<file path="src/rtl/sdlp_pkg.sv">
package sdlp_pkg;

  typedef enum logic [2:0] {
    LPS_RUN   = 3'd0,
    LPS_SELF  = 3'd1,
    LPS_PDOWN = 3'd2,
    LPS_DEEP  = 3'd3,
    LPS_WAKE  = 3'd4
  } lp_state_e;

  typedef enum logic [2:0] {
    LPC_NONE  = 3'd0,
    LPC_SELF  = 3'd1,
    LPC_PDOWN = 3'd2,
    LPC_DEEP  = 3'd3,
    LPC_EXIT  = 3'd4
  } lp_cmd_e;

  localparam logic [1:0] MODE_OFF  = 2'd0;
  localparam logic [1:0] MODE_DEEP = 2'd3;

endpackage

</file>
<file path="src/rtl/sdlp_idle_timer.sv">
module sdlp_idle_timer #(
  parameter int SHORT_IDLE = 64,
  parameter int LONG_IDLE  = 128
) (
  input  logic       clk,
  input  logic       rst_n,
  input  logic       tick,
  input  logic [1:0] sel,
  output logic       at_limit
);
  localparam int CW = $clog2(LONG_IDLE + 1);

  logic [CW-1:0] cnt;
  logic [CW-1:0] limit;

  always_comb begin
    case (sel)
      2'd1:    limit = CW'(SHORT_IDLE);
      2'd2:    limit = CW'(LONG_IDLE);
      default: limit = '0;
    endcase
  end

  assign at_limit = (cnt >= limit);

  always_ff @(posedge clk or negedge rst_n) begin
    if (!rst_n)         cnt <= '0;
    else if (!tick)     cnt <= '0;
    else if (at_limit)  cnt <= '0;
    else                cnt <= cnt + 1'b1;
  end


  idle_count_step_chk: assert property (@(posedge clk) disable iff (!rst_n)
    tick && !at_limit |=> cnt == $past(cnt) + 1'b1);


  idle_restart_chk: assert property (@(posedge clk) disable iff (!rst_n)
    !tick |=> cnt == '0);


  idle_bound_chk: assert property (@(posedge clk) disable iff (!rst_n)
    cnt <= CW'(LONG_IDLE));

endmodule

</file>
<file path="src/rtl/sdlp_wake_delay.sv">
module sdlp_wake_delay #(
  parameter int DLY_W = 4
) (
  input  logic             clk,
  input  logic             rst_n,
  input  logic             load,
  input  logic             run,
  input  logic [DLY_W-1:0] dly,
  output logic             last
);
  logic [DLY_W-1:0] rem;

  always_ff @(posedge clk or negedge rst_n) begin
    if (!rst_n)                 rem <= '0;
    else if (load)              rem <= dly - 1'b1;
    else if (run && rem != '0)  rem <= rem - 1'b1;
  end

  assign last = (rem == '0);


  wake_step_chk: assert property (@(posedge clk) disable iff (!rst_n)
    run && !load && rem != '0 |=> rem == $past(rem) - 1'b1);

endmodule

</file>
<file path="src/rtl/sdlp_ext_hold.sv">
module sdlp_ext_hold #(
  parameter int PASR_W = 3,
  parameter int DS_W   = 2
) (
  input  logic              clk,
  input  logic              rst_n,
  input  logic [PASR_W-1:0] pasr_in,
  input  logic [DS_W-1:0]   drive_in,
  output logic [PASR_W-1:0] pasr_q,
  output logic [DS_W-1:0]   drive_q
);
  always_ff @(posedge clk or negedge rst_n) begin
    if (!rst_n) begin
      pasr_q  <= '0;
      drive_q <= '0;
    end else begin
      pasr_q  <= pasr_in;
      drive_q <= drive_in;
    end
  end


  ext_follow_chk: assert property (@(posedge clk) disable iff (!rst_n)
    1'b1 |=> pasr_q == $past(pasr_in) && drive_q == $past(drive_in));

endmodule

</file>
<file path="src/rtl/sdlp_fsm.sv">
module sdlp_fsm
  import sdlp_pkg::*;
(
  input  logic       clk,
  input  logic       rst_n,
  input  logic [1:0] mode,
  input  logic       lpsdram,
  input  logic       eng_idle,
  input  logic       acc_req,
  input  logic       ref_req,
  input  logic       dly_zero,
  input  logic       at_limit,
  input  logic       wake_last,
  output logic       tick,
  output logic       dly_load,
  output logic       wake_run,
  output logic       cke,
  output logic       clk_on,
  output logic       gnt,
  output logic       cmd_valid,
  output logic [2:0] cmd_code
);
  lp_state_e st_q, st_d;
  lp_cmd_e   cmd_q, cmd_d;
  logic      cmd_v_q, cmd_v_d;
  logic      mode_ok, wake_any;

  assign mode_ok  = (mode != MODE_OFF) && ((mode != MODE_DEEP) || lpsdram);
  assign tick     = (st_q == LPS_RUN) && eng_idle && !acc_req && !ref_req && mode_ok;
  assign wake_any = acc_req || ref_req;
  assign wake_run = (st_q == LPS_WAKE);

  always_comb begin
    st_d     = st_q;
    cmd_v_d  = 1'b0;
    cmd_d    = LPC_NONE;
    dly_load = 1'b0;
    unique case (st_q)
      LPS_RUN: begin
        if (tick && at_limit) begin
          st_d    = lp_state_e'({1'b0, mode});
          cmd_v_d = 1'b1;
          cmd_d   = lp_cmd_e'({1'b0, mode});
        end
      end
      LPS_SELF, LPS_DEEP: begin
        if (acc_req || (ref_req && st_q == LPS_SELF)) begin
          cmd_v_d = 1'b1;
          cmd_d   = LPC_EXIT;
          if (dly_zero) st_d = LPS_RUN;
          else begin
            st_d     = LPS_WAKE;
            dly_load = 1'b1;
          end
        end
      end
      LPS_PDOWN: begin
        if (wake_any) begin
          cmd_v_d = 1'b1;
          cmd_d   = LPC_EXIT;
          st_d    = LPS_RUN;
        end
      end
      LPS_WAKE: begin
        if (wake_last) st_d = LPS_RUN;
      end
      default: st_d = LPS_RUN;
    endcase
  end

  always_ff @(posedge clk or negedge rst_n) begin
    if (!rst_n) begin
      st_q    <= LPS_RUN;
      cmd_v_q <= 1'b0;
      cmd_q   <= LPC_NONE;
    end else begin
      st_q    <= st_d;
      cmd_v_q <= cmd_v_d;
      cmd_q   <= cmd_d;
    end
  end

  assign cke       = (st_q == LPS_RUN) || (st_q == LPS_WAKE);
  assign clk_on    = (st_q != LPS_SELF) && (st_q != LPS_DEEP);
  assign gnt       = (st_q == LPS_RUN);
  assign cmd_valid = cmd_v_q;
  assign cmd_code  = cmd_q;


  off_no_entry_chk: assert property (@(posedge clk) disable iff (!rst_n)
    cmd_v_q && cmd_q != LPC_EXIT |-> $past(mode) != MODE_OFF);


  deep_type_chk: assert property (@(posedge clk) disable iff (!rst_n)
    cmd_v_q && cmd_q == LPC_DEEP |-> $past(lpsdram));


  exit_cause_chk: assert property (@(posedge clk) disable iff (!rst_n)
    cmd_v_q && cmd_q == LPC_EXIT |-> $past(acc_req || ref_req));


  deep_hold_chk: assert property (@(posedge clk) disable iff (!rst_n)
    st_q == LPS_DEEP && !acc_req |=> st_q == LPS_DEEP);


  gate_cke_chk: assert property (@(posedge clk) disable iff (!rst_n)
    !clk_on |-> !cke && !gnt);

endmodule

</file>
<file path="src/rtl/sdram_lp_ctrl.sv">
module sdram_lp_ctrl
  import sdlp_pkg::*;
#(
  parameter int SHORT_IDLE = 64,
  parameter int LONG_IDLE  = 128,
  parameter int DLY_W      = 4,
  parameter int PASR_W     = 3,
  parameter int DS_W       = 2
) (
  input  logic              clk,
  input  logic              rst_n,
  input  logic [1:0]        cfg_lp_mode,
  input  logic [1:0]        cfg_idle_sel,
  input  logic              cfg_lpsdram,
  input  logic [DLY_W-1:0]  cfg_exit_dly,
  input  logic [PASR_W-1:0] cfg_pasr,
  input  logic [DS_W-1:0]   cfg_drive,
  input  logic              eng_idle,
  input  logic              acc_req,
  output logic              acc_gnt,
  input  logic              ref_req,
  output logic              sd_cke,
  output logic              sd_clk_on,
  output logic              lp_cmd_valid,
  output logic [2:0]        lp_cmd_code,
  output logic [PASR_W-1:0] ext_pasr,
  output logic [DS_W-1:0]   ext_drive
);
  logic tick, at_limit, dly_load, wake_run, wake_last;

  sdlp_idle_timer #(.SHORT_IDLE(SHORT_IDLE), .LONG_IDLE(LONG_IDLE)) u_timer (
    .clk(clk), .rst_n(rst_n), .tick(tick), .sel(cfg_idle_sel), .at_limit(at_limit)
  );

  sdlp_wake_delay #(.DLY_W(DLY_W)) u_wake (
    .clk(clk), .rst_n(rst_n), .load(dly_load), .run(wake_run),
    .dly(cfg_exit_dly), .last(wake_last)
  );

  sdlp_fsm u_fsm (
    .clk(clk), .rst_n(rst_n), .mode(cfg_lp_mode), .lpsdram(cfg_lpsdram),
    .eng_idle(eng_idle), .acc_req(acc_req), .ref_req(ref_req),
    .dly_zero(cfg_exit_dly == '0), .at_limit(at_limit), .wake_last(wake_last),
    .tick(tick), .dly_load(dly_load), .wake_run(wake_run),
    .cke(sd_cke), .clk_on(sd_clk_on), .gnt(acc_gnt),
    .cmd_valid(lp_cmd_valid), .cmd_code(lp_cmd_code)
  );

  sdlp_ext_hold #(.PASR_W(PASR_W), .DS_W(DS_W)) u_ext (
    .clk(clk), .rst_n(rst_n), .pasr_in(cfg_pasr), .drive_in(cfg_drive),
    .pasr_q(ext_pasr), .drive_q(ext_drive)
  );


  gnt_awake_chk: assert property (@(posedge clk) disable iff (!rst_n)
    acc_gnt |-> sd_cke && sd_clk_on);

endmodule

</file>
<file path="config.mk">
export PLATFORM = sky130hd
export DESIGN_NAME = sdram_lp_ctrl
export DESIGN_NICKNAME = d
export VERILOG_FILES = /design/src/rtl/sdlp_pkg.sv /design/src/rtl/sdlp_idle_timer.sv /design/src/rtl/sdlp_wake_delay.sv /design/src/rtl/sdlp_ext_hold.sv /design/src/rtl/sdlp_fsm.sv /design/src/rtl/sdram_lp_ctrl.sv
export SDC_FILE = /design/constraint.sdc
export NUM_CORES = 1
export LEC_CHECK = 0
export BUFFER_PORTS_ARGS = -buffer_cell sky130_fd_sc_hd__buf_2
export CORE_MARGIN = 4
export CORE_UTILIZATION = 40
export DETAILED_ROUTE_END_ITERATION = 8
export GPL_TIMING_DRIVEN = 0
export PLACE_DENSITY_LB_ADDON = 0.3
export SETUP_SLACK_MARGIN = 0.02
export SLEW_MARGIN = 10
export SYNTH_ARGS = -nofsm -noshare
export SYNTH_HDL_FRONTEND = slang
export SYNTH_SLANG_ARGS = --single-unit
</file>
<file path="constraint.sdc">
create_clock -name clk -period 1.9 [get_ports clk]
set_clock_uncertainty 0.15 [all_clocks]
set_input_delay 0.38 -clock clk [delete_from_list [all_inputs] [get_ports clk]]
set_output_delay 0.38 -clock clk [all_outputs]
set_load 0.01 [all_outputs]
</file>
# [Word level (Yosys, flattened, before mapping)]
# Cells that the tools add are included.
[totals] reg_bits=24 latch_bits=0 mem_bits_rw=0 mem_bits_ro=0 input_bits=19 out_inout_bits=12 word_cells=69 memories=0
[op_classes] n_addsub=3 n_mul=0 div_mod_pow=0 n_lt_le_gt_ge=1 n_eq_ne=13 shifts=0 muxes=22 bitwise_logic=0 reduce_logical=23
[ops] operator="$mux W3" n=7
[ops] operator="$mux W8" n=2
[ops] operator="$pmux W8 S2" n=1
[ops] operator="$pmux W3 S4" n=1
[ops] operator="$logic_and A1 B1 Y1" n=9
[ops] operator="$pmux W3 S3" n=1
[ops] operator="$add A8 B1 Y8 const B" n=1
[ops] operator="$ge A8 B8 Y1" n=1
[ops] operator="$logic_not A4 Y1" n=2
[ops] operator="$mux W4" n=2
[ops] operator="$ne A2 B1 Y1 const B" n=4
[ops] operator="$sub A4 B1 Y4 const B" n=2
[ops] operator="$eq A3 B2 Y1 const B" n=2
[ops] operator="$mux W1" n=6
[ops] operator="$logic_or A1 B1 Y1" n=4
[ops] operator="$reduce_and A4 Y1" n=1
[ops] operator="$reduce_bool A2 Y1" n=2
[ops] operator="$reduce_bool A4 Y1" n=1
[ops] operator="$eq A3 B1 Y1 const B" n=1
[ops] operator="$eq A3 B3 Y1 const B" n=1
[ops] operator="$logic_not A3 Y1" n=1
[ops] operator="$ne A3 B1 Y1 const B" n=1
[ops] operator="$ne A3 B2 Y1 const B" n=1
[ops] operator="$pmux W1 S3" n=1
[ops] operator="6 further kinds" n=7

# [Longest topological paths before layout]
# Gate-level depths: netlist (run 1).
[depth] word_depth=8 mapped_depth=7 mapped_depth_nobuf=7

# [Cells and area by module]
# Synthesis (run 1) repeated with hierarchy kept, for this count alone.
[hier_totals] hier_cells=117 area_unflattened_um2=1232.4
[modules_own_cells] mod="sdlp_idle_timer" n_inst=1 cells_each=47 area_each_um2=447.9
[modules_own_cells] mod="sdlp_fsm" n_inst=1 cells_each=37 area_each_um2=385.4
[modules_own_cells] mod="sdlp_wake_delay" n_inst=1 cells_each=27 area_each_um2=261.5
[modules_own_cells] mod="sdlp_ext_hold" n_inst=1 cells_each=5 area_each_um2=125.1
[modules_own_cells] mod="sdram_lp_ctrl" n_inst=1 cells_each=1 area_each_um2=12.5

# [Worst setup path before layout (run 1)]
# OpenSTA, ideal clock, no wires.
[synth_timing] kind="in2reg" from="input cfg_exit_dly[1]" to="register u_wake.rem[2]" setup_time_ns=0.137 t_arrival_ns=1.753 required_time_ns=1.613 setup_slack_ns=-0.140 path_stages=7 n_path_buf=0 path_cell_list="or3_4 -> o221ai_4 -> mux2i_1 -> ha_1 -> nand3_1 -> mux2i_1 -> a21oi_1"
[synth_between] elab_chain_cells=5 elab_cells_between_ends=7
[synth_lines] item="from (decl)" line="sdram_lp_ctrl.sv:15" source="input logic [DLY_W-1:0] cfg_exit_dly,"
[synth_lines] item="$logic_not A4 Y1" line="sdram_lp_ctrl.sv:43" source=".dly_zero(cfg_exit_dly == '0), .at_limit(at_limit), .wake_last(wake_last),"
[synth_lines] item="$mux W1" line="sdlp_fsm.sv:50" source="if (dly_zero) st_d = LPS_RUN;"
[synth_lines] item="$mux W1" line="sdlp_fsm.sv:47" source="if (acc_req || (ref_req && st_q == LPS_SELF)) begin"
[synth_lines] item="$mux W1" line="sdlp_fsm.sv:38" source="unique case (st_q)"
[synth_lines] item="$mux W4 or $reduce_bool A2 Y1 (tied branches)"
[synth_lines] item="to (signal assigned)" line="sdlp_wake_delay.sv:15" source="else if (load) rem <= dly - 1'b1;"
[synth_lines] item="to (signal assigned)" line="sdlp_wake_delay.sv:16" source="else if (run && rem != '0) rem <= rem - 1'b1;"
[synth_lines] item="to (decl)" line="sdlp_wake_delay.sv:11" source="logic [DLY_W-1:0] rem;"
# Several ways; a longest one is shown, not always the timed one.
# A chain may end at the register's enable or synchronous reset.

# [Worst setup path after layout (run 1)]
[layout_timing] from="register u_timer.cnt[6]" to="register u_fsm.st_q[1]"
[layout_between] elab_chain_cells=4
[layout_lines] item="from (decl)" line="sdlp_idle_timer.sv:13" source="logic [CW-1:0] cnt;"
[layout_lines] item="from (signal assigned)" line="sdlp_idle_timer.sv:30" source="else cnt <= cnt + 1'b1;"
[layout_lines] item="$ge A8 B8 Y1" line="sdlp_idle_timer.sv:24" source="assign at_limit = (cnt >= limit);"
[layout_lines] item="$logic_and A1 B1 Y1" line="sdlp_fsm.sv:40" source="if (tick && at_limit) begin"
[layout_lines] item="$ne A2 B1 Y1 (no line)"
[layout_lines] item="$reduce_and A4 Y1 (no line)"
[layout_lines] item="to (signal assigned)" line="sdlp_fsm.sv:77" source="st_q <= st_d;"
[layout_lines] item="to (decl)" line="sdlp_fsm.sv:23" source="lp_state_e st_q, st_d;"
# No other way between the ends.

==> summary.md, run 1 <==
| Metric | Value |
|---|---|
| EDFF count, synth | 0 |
| CP Launch Point | u_timer.cnt[6] |
| Avg Cell Area, Syn | 11.0 um2 |
| Final Setup Violations | 0 |
| Remaining antenna violation count | 0 |
| Synth Warn # | 0 |
| Top post-synthesis cells by area | dfrtp_1 52%, ha_1 5.4%, nor2_1 4.8% |
| Clock buffer depth | 2 |
| First-pass GRT wire length | 4.07 mm |
| Async set or reset register ratio after synthesis | 100% |
| GRT Overall Usage | 14.8% |
| Layout cells sized above 1 | 40.6% |
| Vias in the first global route | 939 |
| # IOs | 31 |
| Htree depth | 1 |
| Setup slack, reg-to-reg | 0.03 ns |
| Core outline area | 2780 um2 |
| Die Ht | 62.0 um |
| Syn nets | 130 |
| Worst-Margin Slew | 0.529 ns |
| N_diodes | 0 |
| Largest net degree at the start of global routing | 25 |
| Crit path max fanout | 4 |
| Status | finished clean |
| CP max stage cell | dfrtp_1 |
| Worst reg2reg path endpoint | u_fsm.st_q[1] |
| CP startpoint kind | flip-flop |
| Required @ worst endpoint | 1.98 ns |
| Seq/Total Area, Yosys | 51.6% |
| Net Sw Frac | 31.4% |
| Synth top cells by count | 24 x dfrtp_1, 15 x nor2_1, 7 x inv_1 |
| Final hold violation count | 0 |
| Initial core utilization | 41.9% |
| Worst skew pair latency | 0.32 ns |
| DRT iter0 DRCs | 7 |
| Crit path cell chain | inv_2, ha_4, nor4bb_4, a311oi_2, and4b_1, a31o_1 |
| Drc violations | 0 |
| Syn Inst Count | 106 |
| Lkg Pwr | 0.780 nW |
| Row Count | 19 |
| Cell taking the most area after synthesis | dfrtp_1 |
| Crit Reg-Reg Startpoint | u_timer.cnt[6] |
| RSZ-0062 raised after global routing | yes |
| Initial antenna violation count | 0 |
| Total die area | 3840 um2 |
| DR pass1 iterations | 3 |
| CP bufs+invs | 1 |
| CTS clk-pin slew, worst paths | 0.12 ns |
| CP max stage delay | 0.42 ns |
| RePlAce Congestion | 0.743 |
| Top FF cell, synth | dfrtp_1 |
| Placed instance count | 167 |
| Most numerous cell in the Yosys netlist | dfrtp_1 |
| Number of buffers created by CTS | 3 |
| Clock Sinks | 24 |
| I/O Buffers | 30 |
| Max Slew Vio Count | 0 |
| Max Fclk | 0.533 GHz |
| Mapped cell area | 1160 um2 |
| Cell count along the critical path | 6 |
| CTS root buffer | clkbuf_4 |
| Die X | 62.0 um |
| Reg2reg path depth | 6 |
| Final Util | 56.7% |
| Worst IR Drop VDD | 0.583 mV |
| CP top delay family | compound AO/OA/AOI/OAI gates |
| Synth Register Bits | 24 |
| Hpwl dp | 1.73 mm |
| Final wirelength | 2.53 mm |
| Cell variety after synth | 32 |
| Setup CP Type | reg -> reg |
| Fin crit period | 1.87 ns |
| Slew Limit Headroom | 64.7% |
| Clock share of power | 18.8% |
| Sequential power share | 52.2% |
| Non-Filler Instances | 186 |
| Clock tree from TritonCTS | done |
| CP arrival | 1.95 ns |
| Hold Crit Depth | 1 |
| Final worst-path cycle share | 98.7% |
| Gate power share | 29.0% |
| Max cap viols | 0 |
| PwrDens | 759 nW/um2 |
| Synth top area share | 51.6% |
| Area Overhead vs Synth | 35.4% |
| Cell-internal power | 0.000822 W |
| Min-Delay Path Class | in -> reg |
| Setup crit end | u_fsm.st_q[1] |
| DR vias | 943 |
| Per-cell routed wire length | 13.6 um |
| Switching pwr | 0.000376 W |
| Final net count | 181 |
| CP Capture Type | flip-flop |
| Vias/cell | 5.07 |
| Total congestion overflow | 0 |
[metrics by stage]
stage | worst slack [ns] | hold slack [ns] | area [um2] | TNS [ns] | total power (W)
4_1_cts | 0.0259 | 0.00387 | 1550 | 0 | 0.00120
3_5_place_dp | -0.346 | 0.244 | 1360 | -2.72 | 0.000955
5_1_grt | -0.0389 | 0.00440 | 1580 | -0.126 | 0.00128
6_report | 0.0254 | 0.00689 | 1580 | 0 | 0.00120
3_3_place_gp | -0.319 | 0.240 | 1360 | -2.32 | 0.000941
2_1_floorplan | -0.108 | -0.0656 | 1170 | -0.108 | 0.000848
[repair_timing]
action	4_1_cts	5_1_grt
resized for setup	10	2
setup endpoints to repair	11	9
setup buffers	13	0
hold buffers	1	2
endpoints found under the hold margin	24	2
pin swaps	4	5
[metal layers]
metal	GRT usage [%]	part of all wire, %	vias to the layer above	wire length (um)
met5	0	0	-	0
met1	15.5	38	455	969
met4	7.27	2.1	0	53
met2	27.8	55	17	1390
li1	-	-	466	-
met3	2.69	4.4	5	111
[layout by cell type, fill, tap and decap left out, types with 3 or more instances in the layout]
cell,count
dlygate4sd3_1,3
buf_2,30
mux2i_1,5
nor3_1,3
inv_1,6
xor2_1,4
buf_4,13
a21oi_1,3
nand2_1,5
clkbuf_4,3
dfrtp_1,24
nor2_1,14
[power by group through the flow]
stage | combinational [W] | sequential (W) | clock (W)
3_5_place_dp | 0.000310 | 0.000646 | 0
2_1_floorplan | 0.000210 | 0.000638 | 0
3_3_place_gp | 0.000299 | 0.000642 | 0
6_report | 0.000347 | 0.000625 | 0.000226
5_1_grt | 0.000396 | 0.000635 | 0.000249
4_1_cts | 0.000349 | 0.000625 | 0.000230
[flip-flops by register name (all words and copies together) (netlist names)]
name             count
u_timer.cnt          8
u_fsm.cmd_valid      1
u_fsm.cmd_code       3
u_fsm.st_q           3
u_ext.drive_q        2
u_ext.pasr_q         3
u_wake.rem           4
[final cells by class]
cell class	instances	area [um2]
flip-flops and latches	24	601
multi-input cells	75	612
well taps	31	38.8
clock buffers	3	22.5
repair buffers	46	278
fillers	247	1200
inverters	7	26.3
[worst min-delay path by stage]
stage | start | end
after global placement | rst_n | u_wake.rem[0]
final | cfg_drive[1] | u_ext.drive_q[1]
after global routing | cfg_drive[1] | u_ext.drive_q[1]
after floorplan | rst_n | u_ext.drive_q[0]
after CTS | cfg_pasr[2] | u_ext.pasr_q[2]
after detailed placement | rst_n | u_wake.rem[0]
[kinds of logic (layout without fill, tap and decap cells)]
family                   Yosys count  in the layout  share of synthesized area [%]
AND/OR/NAND/NOR                   46             46                           21.9
flip-flops                        24             24                           51.6
AO/OA/AOI/OAI                     12             12                           9.34
XOR/XNOR                           7              7                           5.26
buffers and inverters              7             56                           2.26
adder cells (fa/ha/maj)            5              5                           5.37
multiplexers                       5              5                           4.30
(Power assumes the default switching activity.)
==> run 2: changes to the inputs <==
--- a/config.mk
+++ b/config.mk
@@ -6,10 +6,10 @@
 export NUM_CORES = 1
 export LEC_CHECK = 0
 export BUFFER_PORTS_ARGS = -buffer_cell sky130_fd_sc_hd__buf_2
+export CORE_ASPECT_RATIO = 0.5
 export CORE_MARGIN = 4
 export CORE_UTILIZATION = 40
 export DETAILED_ROUTE_END_ITERATION = 8
-export GPL_TIMING_DRIVEN = 0
 export PLACE_DENSITY_LB_ADDON = 0.3
 export SETUP_SLACK_MARGIN = 0.02
 export SLEW_MARGIN = 10
==> summary.md, run 2 (same netlist as run 1, synthesis figures left out) <==
| Metric | Value |
|---|---|
| Fin crit period | 1.84 ns |
| Final hold violation count | 0 |
| Status | finished clean |
| CTS clk-pin slew, worst paths | 0.08 ns |
| Total congestion overflow | 0 |
| Final net count | 184 |
| GRT Overall Usage | 13.5% |
| DR pass1 iterations | 4 |
| Largest net degree at the start of global routing | 25 |
| Die X | 84.3 um |
| Area Overhead vs Synth | 40.5% |
| DRT iter0 DRCs | 19 |
| # IOs | 31 |
| Per-cell routed wire length | 12.3 um |
| Row Count | 13 |
| Initial core utilization | 43.4% |
| Vias in the first global route | 948 |
| PwrDens | 825 nW/um2 |
| CP startpoint kind | input port |
| Worst skew pair latency | 0.27 ns |
| Max reg flops | 8 |
| Required @ worst endpoint | 1.91 ns |
| Final worst-path cycle share | 97.1% |
| Setup CP Type | in -> reg |
| Number of buffers created by CTS | 3 |
| Remaining antenna violation count | 0 |
| Drc violations | 0 |
| Initial antenna violation count | 0 |
| Total die area | 3890 um2 |
| Commonest non-fill, non-tap cells in the layout | 28 x buf_2, 24 x dfrtp_1, 18 x buf_4 |
| Lkg Pwr | 0.806 nW |
| Max cap viols | 0 |
| RSZ-0062 raised after global routing | yes |
| Final Util | 61.0% |
| Max Slew Vio Count | 0 |
| Min-Delay Path Class | in -> reg |
| Layout cells sized above 1 | 40.9% |
| Max Fclk | 0.542 GHz |
| Htree depth | 1 |
| Die Ht | 46.2 um |
| CTS root buffer | clkbuf_8 |
| Biggest regs | u_timer.cnt x8, u_wake.rem x4 |
| Core outline area | 2680 um2 |
| Commonest non-fill, non-tap cell in the layout | buf_2 |
| Final wirelength | 2.41 mm |
| I/O Buffers | 30 |
| DR vias | 939 |
| First-pass GRT wire length | 4.04 mm |
| Final Setup Violations | 0 |
| Worst IR Drop VDD | 0.587 mV |
| Largest Register | u_timer.cnt |
| RePlAce Congestion | 0.761 |
| Clock Sinks | 24 |
| Setup TNS | 0 ns |
| Clock tree from TritonCTS | done |
| Hpwl dp | 1.87 mm |
| Vias/cell | 4.79 |
| CP Capture Type | flip-flop |
| Crit path max fanout | 4 |
| CP arrival | 1.85 ns |
| N_diodes | 0 |
| Clock buffer depth | 2 |
| Worst-Margin Slew | 0.519 ns |
| Slew Limit Headroom | 65.4% |
[run 2: cell count changes in the layout (fill, tap and decap cells not counted), sizes merged]
cell,before,now
buf,43,48
dlygate4sd3,3,1
clkbuf,3,4
[run 2: power breakdown]
part | internal, W | leakage, nW | switching, W
registers | 0.000575 | 0.315 | 0.0000511
clock network | 0.000185 | 0.0288 | 0.000160
logic | 0.000191 | 0.462 | 0.000187
[run 2: cell type report]
type,count,area (um2)
multi-input combinational,75,601
clock buffer,4,55.1
inverter,7,26.3
timing repair buffer,49,308
sequential,24,601
fill,236,1050
tap,37,46.3
[run 2: worst paths after layout]
check / from / endpoint / slack, ns / depth (start not counted)
max: cfg_exit_dly[0] / u_wake.rem[2] / 0.06 / 8
min: cfg_pasr[0] / u_ext.pasr_q[0] / 0.06 / 1
max reg2reg: u_timer.cnt[7] / u_fsm.st_q[1] / 0.07 / 5
min reg2reg: u_timer.cnt[0] / u_timer.cnt[0] / 0.35 / 1
max in group asynchronous: rst_n / u_timer.cnt[4] / 0.79 / 2
min in group asynchronous: rst_n / u_wake.rem[0] / 0.46 / 2
[run 2: what timing repair did]
item / in CTS / in global routing
resized for setup: 1 / 9
setup endpoints to repair: 1 / 13
hold endpoints to repair: 24 / 0
pin swaps: 5 / 8
buffers inserted: 1 / 3
cloned: 0 / 0
hold buffers: 1 / 0
[run 2: critical path: stages]
cell and delay [ns]:
buf_6 0.09, or3_4 0.39, o221ai_4 0.21, mux2i_1 0.26, ha_2 0.23, nand3_2 0.07
mux2i_1 0.15, a21oi_1 0.08
[run 2: per-stage QoR]
stage | setup WS (ns) | instance area [um2] | std cells | hold WS [ns] | total power [W]
after floorplan | -0.108 | 1170 | 106 | -0.0656 | 0.000848
after global placement | -0.228 | 1480 | 188 | 0.240 | 0.000980
after detailed placement | -0.284 | 1480 | 188 | 0.246 | 0.00101
after CTS | 0.0109 | 1560 | 194 | 0.0530 | 0.00136
after global routing | 0.00149 | 1640 | 196 | 0.0484 | 0.00144
final | 0.0555 | 1640 | 196 | 0.0613 | 0.00135
[run 2: per-layer routing]
layer / wire, um / GRT usage (%) / vias to the layer above
met2: 1290 / 27.0 / 13
met1: 1010 / 14.2 / 447
met5: 0 / 0 / -
met3: 87 / 3.93 / 2
met4: 19 / 4.49 / 0
li1: - / - / 477
==> run 3: changes to the inputs <==
--- a/config.mk
+++ b/config.mk
@@ -6,9 +6,8 @@
 export NUM_CORES = 1
 export LEC_CHECK = 0
 export BUFFER_PORTS_ARGS = -buffer_cell sky130_fd_sc_hd__buf_2
-export CORE_ASPECT_RATIO = 0.5
 export CORE_MARGIN = 4
-export CORE_UTILIZATION = 40
+export CORE_UTILIZATION = 46
 export DETAILED_ROUTE_END_ITERATION = 8
 export PLACE_DENSITY_LB_ADDON = 0.3
 export SETUP_SLACK_MARGIN = 0.02
==> summary.md, run 3 (same netlist as run 1, synthesis figures left out) <==
| Metric | Value |
|---|---|
| Status | complete, but fails checks |
| Failing checks | setup timing |
| CTS clk-pin slew, worst paths | 0.14 ns |
| CP bufs+invs | 2 |
| Final wirelength | 2.72 mm |
| Setup CP Type | reg -> reg |
| Core outline area | 2320 um2 |
| Vias in the first global route | 850 |
| Die X | 58.3 um |
| PwrDens | 847 nW/um2 |
| Setup slack, reg-to-reg | -0.02 ns |
| Initial core utilization | 50.2% |
| I/O Buffers | 30 |
| Setup WS post-layout | -0.0204 ns |
| DR vias | 988 |
| Area Overhead vs Synth | 38.8% |
| Layout cells sized above 1 | 38.0% |
| Max Slew Vio Count | 0 |
| Largest net degree at the start of global routing | 25 |
| Clock Sinks | 24 |
| CP arrival | 2.03 ns |
| Worst skew pair latency | 0.33 ns |
| Largest Register | u_timer.cnt |
| CP top delay family | simple AND/OR/NAND/NOR gates |
| Design Area, Final | 1620 um2 |
| Vias/cell | 5.31 |
| CP startpoint kind | flip-flop |
| N_diodes | 0 |
| Commonest non-fill, non-tap cells in the layout | 30 x buf_2, 24 x dfrtp_1, 13 x nor2_1 |
| CTS root buffer | clkbuf_4 |
| DRT iter0 DRCs | 16 |
| Crit path max fanout | 8 |
| Clock buffer depth | 2 |
| # IOs | 31 |
| Required @ worst endpoint | 2.01 ns |
| DR pass1 iterations | 5 |
| Cell count along the critical path | 7 |
| Htree depth | 1 |
| Worst-Margin Slew | 0.530 ns |
| Final worst-path cycle share | 101% |
| First-pass GRT wire length | 3.71 mm |
| # fillers | 167 |
| CP Launch Point | u_timer.cnt[6] |
| Crit Reg-Reg Startpoint | u_timer.cnt[6] |
| Max reg flops | 8 |
| Crit path cell chain | inv_2, ha_4, nor4bb_4, a311oi_2, nand3_1, buf_4, nor2_1 |
| Drc violations | 0 |
| CP max stage cell | dfrtp_1 |
| Number of buffers created by CTS | 3 |
| CP Capture Type | flip-flop |
| GRT Overall Usage | 14.2% |
| Slew Limit Headroom | 64.7% |
| Max cap viols | 0 |
| RePlAce Congestion | 0.857 |
| Die Ht | 58.3 um |
| Total power | 0.00137 W |
| Remaining antenna violation count | 0 |
| Min-Delay Path Class | in -> reg |
| Final Setup Violations | 7 |
| Clock tree from TritonCTS | done |
| Fin crit period | 1.92 ns |
| Worst IR Drop VDD | 0.712 mV |
| Row Count | 17 |
| Biggest regs | u_timer.cnt x8, u_wake.rem x4 |
| Commonest non-fill, non-tap cell in the layout | buf_2 |
| Dpl cell area | 1430 um2 |
| Max Fclk | 0.521 GHz |
| CP max stage delay | 0.42 ns |
| Total die area | 3400 um2 |
| Lkg Pwr | 0.800 nW |
| Worst reg2reg path endpoint | u_timer.cnt[7] |
| Per-cell routed wire length | 14.6 um |
| Hpwl dp | 1.84 mm |
| Final net count | 183 |
| Final hold violation count | 0 |
| Total congestion overflow | 0 |
| Setup crit end | u_timer.cnt[7] |
| Reg2reg path depth | 7 |
| Initial antenna violation count | 0 |
[run 3: cell types whose count changed in the layout (fill, tap and decap cells not counted), sizes merged]
cell and change:
dlygate4sd3 +5, buf -6, bufinv +1, clkbuf -1
[run 3: cell type report]
| class | instances | area (um2) | area share, % |
|---|---|---|---|
| inverter | 7 | 26.3 | 1.63 |
| multi-input combinational | 75 | 598 | 37.0 |
| clock inverter | 1 | 30.0 | 1.86 |
| timing repair buffer | 48 | 304 | 18.8 |
| clock buffer | 3 | 22.5 | 1.39 |
| tap | 28 | 35.0 | 2.17 |
| sequential | 24 | 601 | 37.2 |
[run 3: per-stage QoR]
| stage | setup TNS (ns) | setup WS [ns] | hold WS, ns | utilization [%] | instances |
|---|---|---|---|---|---|
| 6_report | -0.0709 | -0.0204 | 0.114 | 69.7 | 186 |
| 5_1_grt | -0.538 | -0.0792 | 0.119 | 69.7 | 186 |
| 4_1_cts | 0 | 0.0287 | 0.000113 | 65.6 | 181 |
| 3_5_place_dp | -1.41 | -0.310 | 0.234 | 61.5 | 173 |
| 3_3_place_gp | -0.847 | -0.163 | 0.231 | 61.5 | 173 |
| 2_1_floorplan | -0.108 | -0.108 | -0.0656 | - | 106 |
[run 3: power breakdown]
group | internal (W) | total [W] | switching (W)
combinational | 0.000188 | 0.000378 | 0.000190
clock | 0.000214 | 0.000367 | 0.000154
sequential | 0.000575 | 0.000623 | 0.0000485
[run 3: per-layer routing]
metal / vias to the layer above / global-route usage (%) / routed length [um] / part of all wire [%]
li1: 472 / - / - / -
met1: 474 / 18.0 / 1100 / 41
met2: 38 / 22.8 / 1380 / 51
met3: 4 / 5.04 / 207 / 7.6
met4: 0 / 4.30 / 26 / 0.96
met5: - / 0 / 0 / 0
[run 3: how the worst min path moves through the flow]
stage                    start           endpoint  slack (ns)  cells past startpoint
4_1_cts            cfg_pasr[2]    u_ext.pasr_q[2]      0.0001                      1
2_1_floorplan            rst_n   u_ext.drive_q[0]       -0.07                      0
3_5_place_dp             rst_n  u_fsm.cmd_code[1]        0.23                      1
5_1_grt        cfg_exit_dly[0]      u_wake.rem[0]        0.12                      2
3_3_place_gp             rst_n  u_fsm.cmd_code[2]        0.23                      1
6_report       cfg_exit_dly[0]      u_wake.rem[0]        0.11                      2
[run 3: what timing repair did]
action / CTS / global route
hold buffers: 4 / 2
endpoints found under the hold margin: 27 / 2
cloned: 0 / 0
buffers inserted: 0 / 3
pin swaps: 0 / 5
gates resized for setup: 1 / 9
endpoints found under the setup margin: 1 / 12
